`config.mk`:
```
export PLATFORM = sky130hd
export DESIGN_NAME = desc_ring_ptr_mgr
export DESIGN_NICKNAME = d
export VERILOG_FILES = /design/src/rtl/drpm_pkg.sv /design/src/rtl/drpm_ring.sv /design/src/rtl/drpm_gate.sv /design/src/rtl/drpm_rdmux.sv /design/src/rtl/desc_ring_ptr_mgr.sv
export SDC_FILE = /design/constraint.sdc
export NUM_CORES = 1
export LEC_CHECK = 0
export BUFFER_PORTS_ARGS = -buffer_cell sky130_fd_sc_hd__buf_2
export CAP_MARGIN = 20
export CELL_PAD_IN_SITES_DETAIL_PLACEMENT = 0
export CELL_PAD_IN_SITES_GLOBAL_PLACEMENT = 1
export CORE_ASPECT_RATIO = 1.2
export CORE_MARGIN = 2
export CORE_UTILIZATION = 30
export CTS_BUF_LIST = sky130_fd_sc_hd__clkbuf_16
export CTS_CLUSTER_DIAMETER = 30
export DETAILED_ROUTE_END_ITERATION = 10
export PLACE_DENSITY_LB_ADDON = 0.1
export SETUP_SLACK_MARGIN = 0.15
export SLEW_MARGIN = 40
export SYNTH_ARGS = -nofsm -noshare
export SYNTH_HDL_FRONTEND = slang
export SYNTH_HIERARCHICAL = 1
export SYNTH_SLANG_ARGS = --single-unit
```
`constraint.sdc`:
```
create_clock -name clk -period 5.1 [get_ports clk]
set_input_delay 1.02 -clock clk [delete_from_list [all_inputs] [get_ports clk]]
set_output_delay 1.02 -clock clk [all_outputs]
set_load 0.02 [all_outputs]
```
`src/rtl/drpm_pkg.sv`:
```
package drpm_pkg;

    localparam int NUM_RINGS   = 4;
    localparam int DESC_SHIFT  = 5;
    localparam int DEPTH_SHIFT = 3;

    typedef enum logic [2:0] {
        REG_BASE   = 3'd0,
        REG_DEPTH  = 3'd1,
        REG_WPTR   = 3'd2,
        REG_RPTR   = 3'd3,
        REG_PERMIT = 3'd4,
        REG_GATE   = 3'd7
    } reg_code_e;

    typedef enum logic [1:0] {
        RING_RX_FILL = 2'd0,
        RING_RX_DONE = 2'd1,
        RING_TX_REQ  = 2'd2,
        RING_TX_DONE = 2'd3
    } ring_id_e;

    // Rings where the engine moves the write pointer
    function automatic bit engine_produces(int ring);
        return (ring == 1) || (ring == 3);
    endfunction

    // Gate register bit that controls each ring
    function automatic int gate_bit_of(int ring);
        case (ring)
            0:       return 2;
            1:       return 3;
            2:       return 0;
            default: return 1;
        endcase
    endfunction

endpackage

```
`src/rtl/drpm_ring.sv`:
```
module drpm_ring #(
    parameter int ADDR_W      = 32,
    parameter int IDX_W       = 7,
    parameter bit HW_PRODUCER = 1'b0
) (
    input  logic              clk,
    input  logic              rst,
    input  logic              wr_en,
    input  logic [2:0]        wr_reg,
    input  logic [31:0]       wr_data,
    input  logic              gate_on,
    input  logic              adv_req,
    output logic [ADDR_W-1:0] base_q,
    output logic [IDX_W-1:0]  depth_q,
    output logic [IDX_W-1:0]  wr_idx,
    output logic [IDX_W-1:0]  rd_idx,
    output logic [1:0]        permit_q,
    output logic              adv_take,
    output logic              empty,
    output logic              full,
    output logic [IDX_W-1:0]  level,
    output logic [ADDR_W-1:0] desc_addr
);
    import drpm_pkg::*;

    localparam int OFF_W = IDX_W + DESC_SHIFT;

    logic [IDX_W-1:0] hw_idx;
    logic [IDX_W:0]   hw_inc;
    logic [IDX_W-1:0] hw_next;
    logic [IDX_W:0]   wr_inc;
    logic [IDX_W-1:0] wr_next;
    logic             room;
    logic [ADDR_W-1:0] offset;

    assign hw_idx = HW_PRODUCER ? wr_idx : rd_idx;

    always_comb begin
        hw_inc  = {1'b0, hw_idx} + 1'b1;
        hw_next = (hw_inc == {1'b0, depth_q}) ? '0 : hw_inc[IDX_W-1:0];
        wr_inc  = {1'b0, wr_idx} + 1'b1;
        wr_next = (wr_inc == {1'b0, depth_q}) ? '0 : wr_inc[IDX_W-1:0];
    end

    assign empty    = (wr_idx == rd_idx);
    assign full     = (wr_next == rd_idx);
    assign room     = HW_PRODUCER ? !full : !empty;
    assign adv_take = adv_req && gate_on && (depth_q != '0) && room;

    always_comb begin
        if (wr_idx >= rd_idx) level = wr_idx - rd_idx;
        else                  level = depth_q - rd_idx + wr_idx;
    end

    always_comb begin
        offset = '0;
        offset[OFF_W-1:0] = {hw_idx, {DESC_SHIFT{1'b0}}};
    end
    assign desc_addr = base_q + offset;

    always_ff @(posedge clk) begin
        if (rst) begin
            base_q   <= '0;
            depth_q  <= '0;
            wr_idx   <= '0;
            rd_idx   <= '0;
            permit_q <= '0;
        end else begin
            if (wr_en) begin
                case (wr_reg)
                    REG_BASE:   if (permit_q[1]) base_q <= wr_data[ADDR_W-1:0];
                    REG_DEPTH:  if (permit_q[0]) depth_q <= wr_data[IDX_W+DEPTH_SHIFT-1:DEPTH_SHIFT];
                    REG_WPTR:   if (!HW_PRODUCER) wr_idx <= wr_data[OFF_W-1:DESC_SHIFT];
                    REG_RPTR:   if (HW_PRODUCER) rd_idx <= wr_data[OFF_W-1:DESC_SHIFT];
                    REG_PERMIT: permit_q <= wr_data[2:1];
                    default:    ;
                endcase
            end
            if (adv_take) begin
                if (HW_PRODUCER) wr_idx <= hw_next;
                else             rd_idx <= hw_next;
            end
        end
    end

endmodule

```
`src/rtl/drpm_gate.sv`:
```
module drpm_gate #(
    parameter int NQ = 4
) (
    input  logic          clk,
    input  logic          rst,
    input  logic          wr_en,
    input  logic [NQ-1:0] wr_data,
    output logic [NQ-1:0] gate_q
);
    always_ff @(posedge clk) begin
        if (rst)        gate_q <= '0;
        else if (wr_en) gate_q <= wr_data;
    end
endmodule

```
`src/rtl/drpm_rdmux.sv`:
```
module drpm_rdmux #(
    parameter int NQ     = 4,
    parameter int ADDR_W = 32,
    parameter int IDX_W  = 7
) (
    input  logic [1:0]                 sel_ring,
    input  logic [2:0]                 sel_reg,
    input  logic [NQ-1:0][ADDR_W-1:0]  base_all,
    input  logic [NQ-1:0][IDX_W-1:0]   depth_all,
    input  logic [NQ-1:0][IDX_W-1:0]   wr_all,
    input  logic [NQ-1:0][IDX_W-1:0]   rd_all,
    input  logic [NQ-1:0][1:0]         permit_all,
    input  logic [NQ-1:0]              gate,
    output logic [31:0]                rdata
);
    import drpm_pkg::*;

    always_comb begin
        rdata = '0;
        case (sel_reg)
            REG_BASE:   rdata[ADDR_W-1:0] = base_all[sel_ring];
            REG_DEPTH:  rdata[IDX_W+DEPTH_SHIFT-1:0] = {depth_all[sel_ring], {DEPTH_SHIFT{1'b0}}};
            REG_WPTR:   rdata[IDX_W+DESC_SHIFT-1:0] = {wr_all[sel_ring], {DESC_SHIFT{1'b0}}};
            REG_RPTR:   rdata[IDX_W+DESC_SHIFT-1:0] = {rd_all[sel_ring], {DESC_SHIFT{1'b0}}};
            REG_PERMIT: rdata[2:0] = {permit_all[sel_ring], 1'b0};
            REG_GATE:   rdata[NQ-1:0] = gate;
            default:    rdata = '0;
        endcase
    end
endmodule

```
`src/rtl/desc_ring_ptr_mgr.sv`:
```
module desc_ring_ptr_mgr #(
    parameter int ADDR_W = 32,
    parameter int IDX_W  = 7
) (
    input  logic                  clk,
    input  logic                  rst,
    input  logic                  cfg_we,
    input  logic [4:0]            cfg_addr,
    input  logic [31:0]           cfg_wdata,
    output logic [31:0]           cfg_rdata,
    input  logic [3:0]            hw_adv,
    output logic [3:0]            hw_take,
    output logic [3:0]            hw_empty,
    output logic [3:0]            hw_full,
    output logic [4*IDX_W-1:0]    hw_level,
    output logic [4*ADDR_W-1:0]   hw_desc_addr
);
    import drpm_pkg::*;

    localparam int NQ = NUM_RINGS;

    logic [1:0] sel_ring;
    logic [2:0] sel_reg;
    logic       gate_wr;
    logic [NQ-1:0] gate_q;

    logic [NQ-1:0][ADDR_W-1:0] base_all;
    logic [NQ-1:0][IDX_W-1:0]  depth_all;
    logic [NQ-1:0][IDX_W-1:0]  wr_all;
    logic [NQ-1:0][IDX_W-1:0]  rd_all;
    logic [NQ-1:0][1:0]        permit_all;

    assign sel_ring = cfg_addr[4:3];
    assign sel_reg  = cfg_addr[2:0];
    assign gate_wr  = cfg_we && (sel_reg == REG_GATE);

    drpm_gate #(.NQ(NQ)) u_gate (
        .clk     (clk),
        .rst     (rst),
        .wr_en   (gate_wr),
        .wr_data (cfg_wdata[NQ-1:0]),
        .gate_q  (gate_q)
    );

    for (genvar q = 0; q < NQ; q++) begin : g_ring
        localparam bit PROD = engine_produces(q);
        localparam int GB   = gate_bit_of(q);
        logic ring_wr;
        assign ring_wr = cfg_we && (sel_ring == q[1:0]) && (sel_reg != REG_GATE);

        drpm_ring #(.ADDR_W(ADDR_W), .IDX_W(IDX_W), .HW_PRODUCER(PROD)) u_ring (
            .clk       (clk),
            .rst       (rst),
            .wr_en     (ring_wr),
            .wr_reg    (sel_reg),
            .wr_data   (cfg_wdata),
            .gate_on   (gate_q[GB]),
            .adv_req   (hw_adv[q]),
            .base_q    (base_all[q]),
            .depth_q   (depth_all[q]),
            .wr_idx    (wr_all[q]),
            .rd_idx    (rd_all[q]),
            .permit_q  (permit_all[q]),
            .adv_take  (hw_take[q]),
            .empty     (hw_empty[q]),
            .full      (hw_full[q]),
            .level     (hw_level[q*IDX_W +: IDX_W]),
            .desc_addr (hw_desc_addr[q*ADDR_W +: ADDR_W])
        );
    end

    drpm_rdmux #(.NQ(NQ), .ADDR_W(ADDR_W), .IDX_W(IDX_W)) u_rdmux (
        .sel_ring   (sel_ring),
        .sel_reg    (sel_reg),
        .base_all   (base_all),
        .depth_all  (depth_all),
        .wr_all     (wr_all),
        .rd_all     (rd_all),
        .permit_all (permit_all),
        .gate       (gate_q),
        .rdata      (cfg_rdata)
    );

endmodule

```
Word level (Yosys, flattened, before mapping). Cells that the tools add are included.

$add $sub $neg: 22. Magnitude comparators: 5. Equality and inequality tests: 23. Muxes and demuxes: 25. Reduce and logical (&&, ||, !) cells: 47.

Operators with widths (number): adder 32 x 12 -> 32 bit (4); two-way mux 7 bit (13); binary-select mux 32 bit (select 2 bit) (1); == test 7 bit (8); subtractor 7 bit (8); adder 7 x 1 -> 8 bit (second input constant) (6); == test 8 x 7 -> 1 bit (6); binary-select mux 7 bit (select 2 bit) (3); two-way mux 32 bit (1); adder 7 bit (4); >= comparator 7 bit (4); nonzero test 7 bit (4); one-hot mux 6 bit (4 select lines) (1); AND reduction 3 bit (8); logical AND 1 bit (21); two-way mux 20 bit (1); AND reduction 2 bit (8); one-hot mux 3 bit (3 select lines) (1); == test 3 x 2 -> 1 bit (second input constant) (2); == test 3 bit (second input constant) (2); one-hot mux 2 bit (3 select lines) (1); binary-select mux 2 bit (select 2 bit) (1); == test 2 bit (second input constant) (2); logical NOT 1 bit (4); 8 further kinds (8).

Register bits: 224. Input bits: 44. Output and inout bits: 200. Word-level logic and storage cells: 143.

Depth between registers and ports, before layout.
Word-level depth: 6. Mapped depth: 14. Mapped depth without buffers: 13.

Modules after synthesis. Netlist, hierarchy kept.

By module, submodules not included: drpm_ring (g_ring[0].u_ring ...) (times used 2, cells each 506, area each 4113.9 µm², sequential area each 1101.1 µm²); drpm_ring (g_ring[1].u_ring) (times used 1, cells each 510, area each 4110.2 µm², sequential area each 1101.1 µm²); drpm_ring (g_ring[3].u_ring) (times used 1, cells each 485, area each 3853.7 µm², sequential area each 1101.1 µm²); drpm_rdmux (times used 1, cells each 141, area each 1815.5 µm², sequential area each 0.0 µm²); drpm_gate (times used 1, cells each 13, area each 140.1 µm², sequential area each 80.1 µm²); desc_ring_ptr_mgr (times used 1, cells each 7, area each 78.8 µm², sequential area each 0.0 µm²).

Least setup slack after synthesis. No wires, ideal clock.

Path type: register to output. Start: register g_ring[3].u_ring.wr_idx[0]. End: output port hw_desc_addr[123]. Arrival time: 2.655 ns. Data required time: 4.080 ns. Path slack: 1.425 ns. Stages on the path, launching flop included: 12. Path buffers: 0. Path through: dfxtp_1 > ha_1 > inv_1 > fa_1 > nor2b_1 > o21ai_0 > a21boi_0 > o21a_1 > o21ai_0 > a211oi_1 > nand3_1 > xnor2_1.

Longest elaborated chain between the ends: 1.

RTL lines: start, declared (line drpm_ring.sv:15) `output logic [IDX_W-1:0] wr_idx,`; start signal, assigned (line drpm_ring.sv:73) `REG_WPTR: if (!HW_PRODUCER) wr_idx <= wr_data[OFF_W-1:DESC_SHIFT];`; start signal, assigned (line drpm_ring.sv:80) `if (HW_PRODUCER) wr_idx <= hw_next;`; adder 32 x 12 -> 32 bit (line drpm_ring.sv:59) `assign desc_addr = base_q + offset;`; end, declared (line desc_ring_ptr_mgr.sv:16) `output logic [4*ADDR_W-1:0] hw_desc_addr`.

Every way passes these cells.

Worst setup path after layout.
Start: register g_ring[3].u_ring.wr_idx[0]. End: output port hw_desc_addr[117].

Same word-level chain as after synthesis.

==> impl_results.md <==
* Run status: finished, final reports clean
* Clk pin slew, worst setup/hold paths at 0.04 ns
* Syn Area/Cell at 8.41 um2
* Setup TNS at 0 ns
* Fillers at between 6000 and 7000
* Clock Skew at 0.0161 ns
* Max_cap viols at 0
* Most frequent CP cell: o21ai_0
* Critical path class: reg2out
* Max rail drop VDD at 0.211 mV
* WP buf/inv at 2
* Ys async rst share at 0
* Post-CTS Hold Fix Bufs at 0
* First-pass GRT wire length at ~110000 um
* Die width at 229 um
* HP Class: reg2reg
* Clock Tree Root: clkbuf_16
* CP top delay family: simple AND/OR/NAND/NOR gates
* Number of global-route vias before repair at 16600
* Synth Flop Type: dfxtp_1
* Worst path cell trace: ha_1 > inv_1 > fa_1 > nor2b_1 > o21ai_0 > a21boi_0 > o21a_1 > o21ai_0 > nand2_1 > and4b_1 > xor2_1 > buf_2
* GRT Util Overall at 0.225
* PortBufs at 243
* Synthesized instance count at 2168
* Rel. slew slack at 0.431
* Max Slew Vio Count at 0
* Core area at 0.0604 mm2
* Cell Area, Synth at 0.0182 mm2
* Max Freq at ~210 MHz
* Leading area contributor after synthesis: dfxtp_1
* Final hold slack at 0.464 ns
* H-tree depth at 3
* WP data arrival at 3.76 ns
* Leading cell types by count after synthesis: nand2_1, dfxtp_1, a21oi_1
* Area Overhead vs Synth at 22.9%
* Diode count at 0
* Initial Utilization at 0.302
* Crit-path max cell delay at ~0.58 ns
* Layout cells sized above 1 at 0.214
* CTS buffer count at 68
* Routability-driven placement congestion ratio at 0.882
* Hold Fails Final Rpt at 0
* Final ANT Viol Nets at 0
* Crit path capture type: output pin
* Die area at 0.0627 mm2
* Clk buf depth at 3
* Lkg Pwr at 9.70 nW
* Yosys reg bits at 224
* 1st-iter DRT viols at 1027
* CP max-delay cell: dfxtp_1
* Syn Nets at 2330
* IO Pins at between 200 and 250
* Final wirelength at slightly above 70000 um
* CTS tree: built
* Post-synth cell types at 102
* Yosys top cell area share at 0.246
* Synth top area cells: dfxtp_1, xnor2_1, nand2_1
* Std-Cell Rows at just under 100
* Drt drc at 0
* Startpoint types: register
* Vias at between 15000 and 20000
* Actual slew at the worst max-slew pin at around 0.85 ns
* Design Power at 6.53 mW
* DR pass1 iterations at 7
* EDFF count, synth at 0
* Unrepaired setup endpoints after global routing: true
* Clock Sinks at approximately 220
* Post-DP HPWL at 53900 um
* Vias per std cell at 5.08
* Initial antenna violation count at 2
* PwrDens at between 200 and 300 mW/mm2
* Grt ovf at 0
* Most common cell in the synthesized netlist: nand2_1
* Yosys warns at 6
* Sequential-to-total area share from yosys stat at 0.246
* Die Y at 274 um
* Period Utilization, post-route at 0.938
* WL/cell at 22.2 um
* Worst Path Required at 4.08 ns
* Min Clock Period, post-route at 4.78 ns
* Final nets at 2539
* Setup violators final at 0
* CP max FO at 10
* Clock latency on the worst-skew pair at 0.59 ns
* Largest net degree at the start of global routing at 140
==> path summary, 6_finish.rpt <==
| path | startpoint | end | slack (ns) | cells after the start |
|---|---|---|---|---|
| worst min-delay path | g_ring[1].u_ring/base_q[2] | g_ring[1].u_ring/base_q[2] | 0.46 | 2 |
| worst max-delay path | g_ring[3].u_ring/wr_idx[0] | hw_desc_addr[117] | 0.32 | 12 |
| worst max register to register | g_ring[1].u_ring/wr_idx[0] | g_ring[1].u_ring/wr_idx[3] | 1.80 | 9 |
| worst min register to register | g_ring[1].u_ring/base_q[2] | g_ring[1].u_ring/base_q[2] | 0.46 | 2 |
==> logic make-up after synthesis <==
family                   share of synthesized area
AND/OR/NAND/NOR                              0.204
AO/OA/AOI/OAI                                0.139
buffers and inverters                       0.0775
XOR/XNOR                                     0.122
flip-flops                                   0.246
multiplexers                                 0.118
adder cells (fa/ha/maj)                     0.0942
==> layout by cell type, fill, tap and decap left out, drive strengths merged, types with 37 or more instances in the layout <==
master  count
nand2     350
dfxtp     224
buf       273
nor2      118
nand4      37
mux2i      83
mux4       53
ha         86
xor2       66
o21ai      48
inv       177
a21oi     216
clkbuf     69
nand3      56
xnor2     160
==> state kept, by name, indices dropped and copies added, names as in the netlist <==
register and cells:
u_gate/gate_q 4, g_ring.u_ring/base_q 128, g_ring.u_ring/wr_idx 28, g_ring.u_ring/rd_idx 28, g_ring.u_ring/depth_q 28, g_ring.u_ring/permit_q 8
==> report_power, final <==
group | internal, mW | switching [mW] | total (mW)
Clock | 3.17 | 1.35 | 4.52
Combinational | 0.0793 | 0.167 | 0.246
Sequential | 1.76 | 0.00652 | 1.77
Total | 5.01 | 1.52 | 6.53
==> routing by layer <==
layer	global-route usage	vias to the layer above	routed length [um]
li1	-	7895	-
met3	0.0314	105	3240
met4	0.0684	2	1580
met2	0.408	488	36500
met5	0	-	13
met1	0.276	7975	30600
==> final cells by class <==
type	instances	area, um2	area share
clock inverters	57	711	0.0317
repair buffers	273	1470	0.0657
well taps	808	1010	0.0451
inverters	166	623	0.0278
flip-flops and latches	224	4480	0.200
clock buffers	69	1730	0.0771
multi-input cells	1644	12400	0.552
==> timing repair <==
action,4_1_cts,5_1_grt
setup endpoints to repair,2,11
pin swaps,0,1
gates resized for setup,1,4
buffers inserted,0,0
==> metrics by stage <==
stage / worst slack, ns / utilization / instance area (um2) / instances
final: 0.319 / 0.370 / 22400 / 3241
after global routing: 0.127 / 0.370 / 22400 / 3241
after CTS: 0.200 / 0.370 / 22400 / 3241
after detailed placement: 0.756 / 0.330 / 19900 / 3115
after global placement: 0.835 / 0.330 / 19900 / 3115
after floorplan: 1.42 / - / 18200 / 2168
==> worst register-to-register path: cells and delay by family (launching register included) <==
kind | cells | cell delay, ns
DFF | 1 | 0.56
muxes | 1 | 0.39
and+or+nand+nor | 4 | 0.90
adders and majority gates | 1 | 0.40
AOI/OAI and AO/OA | 3 | 0.94
(Power assumes the default switching activity.)
